===== src/rtl/scrx_pkg.sv =====
// Package: shared constants for the smart-card receive queue.
// Assumes the flag clear port is two bits wide with the bit positions below.
package scrx_pkg;
    localparam int W1C_W       = 2;
    localparam int W1C_OVF_BIT = 0;
    localparam int W1C_NEW_BIT = 1;
endpackage


===== src/rtl/scrx_store.sv =====
// scrx_store: circular byte storage with head/tail pointers and an occupancy count.
// Assumes push is only asserted when there is room (or a pop happens in the
// same cycle) and pop only when count is non-zero; scrx_admit guarantees both.
// The head entry is presented combinationally (first-word fall-through).
module scrx_store #(
    parameter int DATA_W = 8,
    parameter int DEPTH  = 16,
    localparam int AW    = (DEPTH > 1) ? $clog2(DEPTH) : 1,
    localparam int CW    = $clog2(DEPTH + 1)
) (
    input  logic              clk,
    input  logic              rst_n,
    input  logic              push,
    input  logic              pop,
    input  logic [DATA_W-1:0] wdata,
    output logic [DATA_W-1:0] rdata,
    output logic [CW-1:0]     count
);
    localparam logic [AW-1:0] LAST = AW'(DEPTH - 1);

    logic [DATA_W-1:0] mem [DEPTH];
    logic [AW-1:0]     wr_ptr;
    logic [AW-1:0]     rd_ptr;

    // Store the incoming byte at the tail position.
    always_ff @(posedge clk) begin
        if (push) mem[wr_ptr] <= wdata;
    end

    // Advance the tail and head pointers, wrapping at DEPTH-1.
    always_ff @(posedge clk) begin
        if (!rst_n) begin
            wr_ptr <= '0;
            rd_ptr <= '0;
        end else begin
            if (push) wr_ptr <= (wr_ptr == LAST) ? '0 : wr_ptr + 1'b1;
            if (pop)  rd_ptr <= (rd_ptr == LAST) ? '0 : rd_ptr + 1'b1;
        end
    end

    // Track occupancy from the push/pop pair.
    always_ff @(posedge clk) begin
        if (!rst_n) count <= '0;
        else if (push && !pop) count <= count + 1'b1;
        else if (pop && !push) count <= count - 1'b1;
    end

    // Present the oldest byte.
    always_comb rdata = mem[rd_ptr];

    // occupancy never exceeds the queue depth.
    p_count_bound_r1: assert property (@(posedge clk) disable iff (!rst_n)
        count <= CW'(DEPTH));
    // the admission logic never pops an empty queue.
    p_no_empty_pop_r1: assert property (@(posedge clk) disable iff (!rst_n)
        pop |-> count != '0);
endmodule


===== src/rtl/scrx_admit.sv =====
// scrx_admit: decides, per cycle, whether a host read and a received byte are taken.
// Assumes count is the registered occupancy of scrx_store. In drop mode a set
// overrun flag blocks every received byte; in NACK mode only lack of room does.
module scrx_admit #(
    parameter int DEPTH = 16,
    localparam int CW   = $clog2(DEPTH + 1)
) (
    input  logic          wr_en,
    input  logic          rd_en,
    input  logic [CW-1:0] count,
    input  logic          ovf_flag,
    input  logic          nack_on_full,
    output logic          do_wr,
    output logic          do_rd,
    output logic          full_hit
);
    logic room;
    logic drop_lock;

    // Work out room, the drop-mode lock and the resulting accept decisions.
    always_comb begin
        do_rd     = rd_en && (count != '0);
        room      = (count < CW'(DEPTH)) || do_rd;
        drop_lock = ovf_flag && !nack_on_full;
        full_hit  = wr_en && !room;
        do_wr     = wr_en && room && !drop_lock;
    end
endmodule


===== src/rtl/scrx_status.sv =====
// scrx_status: level, new-data and overrun flags, NACK request and interrupt.
// Assumes do_wr and full_hit come from scrx_admit for the same cycle; flag sets
// take priority over write-one-to-clear requests arriving in the same cycle.
module scrx_status
    import scrx_pkg::*;
#(
    parameter int DEPTH = 16,
    parameter int THR_W = 4,
    localparam int CW   = $clog2(DEPTH + 1)
) (
    input  logic             clk,
    input  logic             rst_n,
    input  logic [CW-1:0]    count,
    input  logic [THR_W-1:0] thr_level,
    input  logic             do_wr,
    input  logic             full_hit,
    input  logic             nack_on_full,
    input  logic             w1c_wr,
    input  logic [W1C_W-1:0] w1c_val,
    input  logic             thr_mask,
    input  logic             data_mask,
    input  logic             ovf_mask,
    output logic             thr_flag,
    output logic             new_flag,
    output logic             ovf_flag,
    output logic             nack_req,
    output logic             irq
);
    localparam int XW = (CW > THR_W) ? CW : THR_W;

    logic clr_ovf;
    logic clr_new;

    // Decode the clear port.
    always_comb begin
        clr_ovf = w1c_wr && w1c_val[W1C_OVF_BIT];
        clr_new = w1c_wr && w1c_val[W1C_NEW_BIT];
    end

    // New-data flag: set on a stored byte, set wins over clear.
    always_ff @(posedge clk) begin
        if (!rst_n)       new_flag <= 1'b0;
        else if (do_wr)   new_flag <= 1'b1;
        else if (clr_new) new_flag <= 1'b0;
    end

    // Overrun flag: sticky, set wins over clear.
    always_ff @(posedge clk) begin
        if (!rst_n)        ovf_flag <= 1'b0;
        else if (full_hit) ovf_flag <= 1'b1;
        else if (clr_ovf)  ovf_flag <= 1'b0;
    end

    // One-cycle NACK request for a byte refused in retransmit mode.
    always_ff @(posedge clk) begin
        if (!rst_n) nack_req <= 1'b0;
        else        nack_req <= full_hit && nack_on_full;
    end

    // Level flag: unread count against the programmable threshold.
    always_comb thr_flag = XW'(count) >= XW'(thr_level);

    // Interrupt: OR of the unmasked flags.
    always_comb irq = (thr_flag && !thr_mask) || (new_flag && !data_mask) ||
                      (ovf_flag && !ovf_mask);

    // without a clear request the overrun flag holds.
    p_ovf_sticky_r3: assert property (@(posedge clk) disable iff (!rst_n)
        (ovf_flag && !clr_ovf) |=> ovf_flag);
    // a refused byte in retransmit mode requests a NACK next cycle.
    p_nack_follows_r4: assert property (@(posedge clk) disable iff (!rst_n)
        (full_hit && nack_on_full) |=> nack_req);
    // drop mode never requests a NACK.
    p_no_nack_drop_r5: assert property (@(posedge clk) disable iff (!rst_n)
        !nack_on_full |=> !nack_req || $past(nack_on_full));
    // a stored byte always leaves the new-data flag set.
    p_new_set_r7: assert property (@(posedge clk) disable iff (!rst_n)
        do_wr |=> new_flag);
endmodule


===== src/rtl/scrx_fifo_top.sv =====
// scrx_fifo_top: smart-card receive byte queue with level, new-data and
// overrun status and a masked interrupt. Assumes one received byte per
// wr_en pulse and that the host only reads rd_data while the queue is non-empty.
module scrx_fifo_top
    import scrx_pkg::*;
#(
    parameter int DATA_W = 8,
    parameter int DEPTH  = 16,
    parameter int THR_W  = 4,
    localparam int CW    = $clog2(DEPTH + 1)
) (
    input  logic              clk,
    input  logic              rst_n,
    input  logic              wr_en,
    input  logic [DATA_W-1:0] wr_data,
    input  logic              rd_en,
    output logic [DATA_W-1:0] rd_data,
    input  logic [THR_W-1:0]  thr_level,
    input  logic              nack_on_full,
    input  logic              thr_mask,
    input  logic              data_mask,
    input  logic              ovf_mask,
    input  logic              w1c_wr,
    input  logic [W1C_W-1:0]  w1c_val,
    output logic              thr_flag,
    output logic              new_flag,
    output logic              ovf_flag,
    output logic              nack_req,
    output logic              irq
);
    logic [CW-1:0] count;
    logic          do_wr;
    logic          do_rd;
    logic          full_hit;

    scrx_admit #(.DEPTH(DEPTH)) u_admit (
        .wr_en(wr_en), .rd_en(rd_en), .count(count), .ovf_flag(ovf_flag),
        .nack_on_full(nack_on_full), .do_wr(do_wr), .do_rd(do_rd),
        .full_hit(full_hit)
    );

    scrx_store #(.DATA_W(DATA_W), .DEPTH(DEPTH)) u_store (
        .clk(clk), .rst_n(rst_n), .push(do_wr), .pop(do_rd),
        .wdata(wr_data), .rdata(rd_data), .count(count)
    );

    scrx_status #(.DEPTH(DEPTH), .THR_W(THR_W)) u_status (
        .clk(clk), .rst_n(rst_n), .count(count), .thr_level(thr_level),
        .do_wr(do_wr), .full_hit(full_hit), .nack_on_full(nack_on_full),
        .w1c_wr(w1c_wr), .w1c_val(w1c_val), .thr_mask(thr_mask),
        .data_mask(data_mask), .ovf_mask(ovf_mask), .thr_flag(thr_flag),
        .new_flag(new_flag), .ovf_flag(ovf_flag), .nack_req(nack_req),
        .irq(irq)
    );

    // a zero threshold always reports the level flag.
    p_thr_zero_r2: assert property (@(posedge clk) disable iff (!rst_n)
        (thr_level == '0) |-> thr_flag);
    // read plus write at full keeps the queue full without an overrun.
    p_full_rdwr_r6: assert property (@(posedge clk) disable iff (!rst_n)
        (wr_en && rd_en && count == CW'(DEPTH) && !ovf_flag) |=>
        (!ovf_flag && count == CW'(DEPTH)));
    // in drop mode with the overrun flag set, no byte is added.
    p_drop_lock_r5: assert property (@(posedge clk) disable iff (!rst_n)
        (ovf_flag && !nack_on_full && wr_en) |=> count <= $past(count));
    // with every mask set the interrupt stays low.
    p_irq_masked_r8: assert property (@(posedge clk) disable iff (!rst_n)
        (thr_mask && data_mask && ovf_mask) |-> !irq);
endmodule


===== config.mk =====
export PLATFORM = sky130hd
export DESIGN_NAME = scrx_fifo_top
export DESIGN_NICKNAME = d
export VERILOG_FILES = /design/src/rtl/scrx_pkg.sv /design/src/rtl/scrx_store.sv /design/src/rtl/scrx_admit.sv /design/src/rtl/scrx_status.sv /design/src/rtl/scrx_fifo_top.sv
export SDC_FILE = /design/constraint.sdc
export NUM_CORES = 1
export LEC_CHECK = 0
export ABC_CLOCK_PERIOD_IN_PS = 2820
export CORE_AREA = 2 2 129 131
export CTS_BUF_LIST = sky130_fd_sc_hd__clkbuf_4
export DETAILED_ROUTE_END_ITERATION = 12
export DIE_AREA = 0 0 131 133
export DONT_BUFFER_PORTS = 1
export PLACE_DENSITY = 0.55
export SYNTH_ARGS = -nofsm -noshare
export SYNTH_HDL_FRONTEND = slang
export SYNTH_SLANG_ARGS = --single-unit

===== constraint.sdc =====
create_clock -name clk -period 2.82 [get_ports clk]
set_input_delay 0.423 -clock clk [delete_from_list [all_inputs] [get_ports clk]]
set_output_delay 0.423 -clock clk [all_outputs]
set_load 0.05 [all_outputs]

==> metrics.csv <==
stage;metric;value;unit
route;drc;0;
sta;worstMarginPinSlew;576.3;ps
critical_path;startpoint_type;flop;
grt;grt_pass1_wl;18220;um
sta;clock_skew;15.04;ps
critical_path;crit_required;2400;ps
route;drtIter0Drc;262;
clocking;clkLatencyLatePin;530;ps
route;finalWirelength;12020;um
sta;slew_violations;0;
power;powerDensity;750.1;nW/um^2
synth;synth_edf_count;128;
grt;grt_max_degree;33;
clocking;cts_made_buffers;17;
clocking;cts.sinks;148;
floorplan;pin_count;36;
synth;seq_area_frac_synth;0.7061;
synth;synth_fa_ha_area_frac;0.03039;
synth;yosysTopAreaCellShare;0.6395;
run_status;status;finished, final reports clean;
synth;synth-warning-count;0;
cells_and_area;final_core_util;0.4258;
critical_path;critPathCaptureType;output port;
synth;synth-compound-area-share;0.04850;
critical_path;r2r_setup_slack;210;ps
critical_path;reg2regPathDepth;9;
power;report.power.total;5.165;mW
sta;finalCriticalPeriod;2671;ps
critical_path;critPathCapture;rd_data[4];
sta;finalHoldViolCount;0;
placement;gp_congestion;0.7335;
clocking;clk_root_buffer_cell;clkbuf_4;
clocking;cts_max_level;4;
critical_path;arrival;2250;ps
cells_and_area;fin_area;6887;um^2
placement;port_buffers;0;
sta;fmax;374.4;MHz
clocking;cts_tree;done;
placement;dp_hpwl;7115;um
cells_and_area;areaGrowthSynthToFinish;14.57;%
synth;synth_mux_area_frac;0.1282;
floorplan;die_w;131;um
critical_path;r2r_end;u_store.count[3];
floorplan;dieArea;17420;um^2
route;vias;3138;
grt;gr-usage-all-layers;0.1465;
cells_and_area;drive_gt1_frac;0.2626;
worst_hold_path;hold_class;primary input to flop;
synth;synthFlopType;edfxtp_1;
clocking;path_clk_slew;110;ps
placement;place_inst;571;
sta;grt_setup_unrepaired;false;
synth;synthXorXnorAreaFrac;0.005828;
route;dr.pass1.iters;4;
synth;synth_top_cells_by_count;edfxtp_1, mux4_2, dfxtp_1, nand2_1;
grt;overflow;0;
route;routedWlPerCell;19.48;um
route;ant_nets;0;
grt;antenna_found_initial;1;
synth;syn_nets;379;
power;power.leakage;2.291;nW
critical_path;timing.rr.start;u_store.count[0];
critical_path;worst-path-max-fanout;8;
floorplan;initial_core_util;0.3717;
sta;finalCritPeriodShare;0.9471;
synth;synth.distinct_cells;41;
floorplan;fp.dieH;133;um
synth;syn_avg_cell_area;17.58;um^2
sta;slew_headroom;0.6146;
synth;ys_top_cells_by_area;edfxtp_1, mux4_2, dfxtp_1, ha_1, a22oi_1;
floorplan;core-area;16170;um^2
flow_run;drv_cap;0;
critical_path;slowest_delay;490;ps
route;vias_per_cell;5.086;
synth;synth-seq-cells;148;
floorplan;rows;47;
synth;yosysTopAreaCell;edfxtp_1;
critical_path;worst_path_max_delay_cell;mux4_2;
sta;setup_viol;0;
synth;synth_simple_gate_area_share;0.06224;
placement;post_dp_cell_area;6429;um^2
synth;synthCells;342;
cells_and_area;final_cells;617;
sta;hold_ws;59.80;ps
cells_and_area;nets;423;
synth;syn_area;6011;um^2
cells_and_area;nFillCells;1451;
critical_path;cp_cell_sequence;clkbuf_16, mux4_2, a22oi_1, nand2_2;
grt;grt_pass1_vias;3199;
critical_path;crit_type;flop to output port;
power;ir_drop;0.0003972;V
synth;synth.most_common_cell;edfxtp_1;
synth;synth_top_family_by_area;multiplexers;
synth;ys_async_sr_fraction;0;
clocking;cts_max_path_buffers;2;
## layout by cell type, fill, tap and decap left out, types with 8 or more instances in the layout
master / synthesis / final
mux4_2: 32 / 32
buf_4: 2 / 26
dfxtp_1: 20 / 18
edfxtp_1: 128 / 128
a22oi_1: 16 / 15
clkbuf_4: 0 / 18
nor2b_1: 8 / 8
nor2_1: 16 / 16
dlygate4sd3_1: 0 / 11
ha_1: 13 / 13
nand2_1: 20 / 15
inv_1: 11 / 11
## worst min path at each step
stage,depth (start not counted),slack (ps),startpoint,endpoint
floorplan,2,500,u_store.rd_ptr[1],flop
global placement,0,520,wr_data[1],u_store.mem[10][1]
detailed placement,0,520,wr_data[1],u_store.mem[11][1]
CTS,1,3,rst_n,flop
global route,1,10,rst_n,flop
finish,1,60,rst_n,flop
## worst max-delay path: cells and delay by family, from the launching register on
family,cells,cell delay (ps)
compound gates,1,330
mux,1,490
buf+inv,1,190
flops,1,430
simple gates,1,270
## layout make-up
type	instances	area, um^2	share of cell area
antenna	1	2.502	0.0003634
clock buffer	18	135.1	0.01962
clock inverter	11	112.6	0.01635
inverter	11	41.29	0.005996
multi-input combinational	167	1673	0.2429
sequential	148	4249	0.6170
tap	220	275.3	0.03997
timing repair buffer	41	397.9	0.05778
## per-layer routing
layer,track usage,share of wire,vias up,routed length (um)
li1,-,-,1440,-
met1,0.1838,0.43,1580,5147
met3,0.04246,0.049,26,588
met5,0,0,-,0
met4,0.05851,0.025,0,299
met2,0.2378,0.50,92,5987
## cells by family (layout without fill, tap and decap cells)
kind of cell,after synthesis,after routing
other,0,1
XOR/XNOR,4,4
AO/OA/AOI/OAI,38,38
buffers and inverters,27,81
multiplexers,37,37
flip-flops,148,148
AND/OR/NAND/NOR,74,74
adder cells (fa/ha/maj),14,14
## flip-flops by register name, summed over array words and instances, names as in the netlist, named ones only
| register | count |
|---|---|
| u_store.mem | 128 |
| u_store.count | 5 |
| u_store.rd_ptr | 4 |
| u_store.wr_ptr | 4 |
| u_status.nack_req | 1 |
| u_status.new_flag | 1 |
| u_status.ovf_flag | 1 |
## power by group
part	internal, mW	total (mW)	leakage [nW]	switching (mW)
registers	2.47	2.57	1.32	0.0957
clock network	0.511	1.22	0.129	0.709
logic	0.618	1.38	0.842	0.761
## through the flow
stage / setup TNS [ps] / setup WS (ps)
global placement: 0 / 205.4
global route: 0 / 0.2796
CTS: -5.215 / -5.215
finish: 0 / 149.1
detailed placement: 0 / 140.3
floorplan: 0 / 287.1
## repair_timing
item,in CTS,in global routing
endpoints found under the setup margin,7,7
buffers inserted,0,3
cloned,1,1
hold buffers,10,1
resized for setup,5,5
pin swaps,0,1
hold endpoints to repair,141,3
Note: power is estimated with default switching activity, not from simulation.
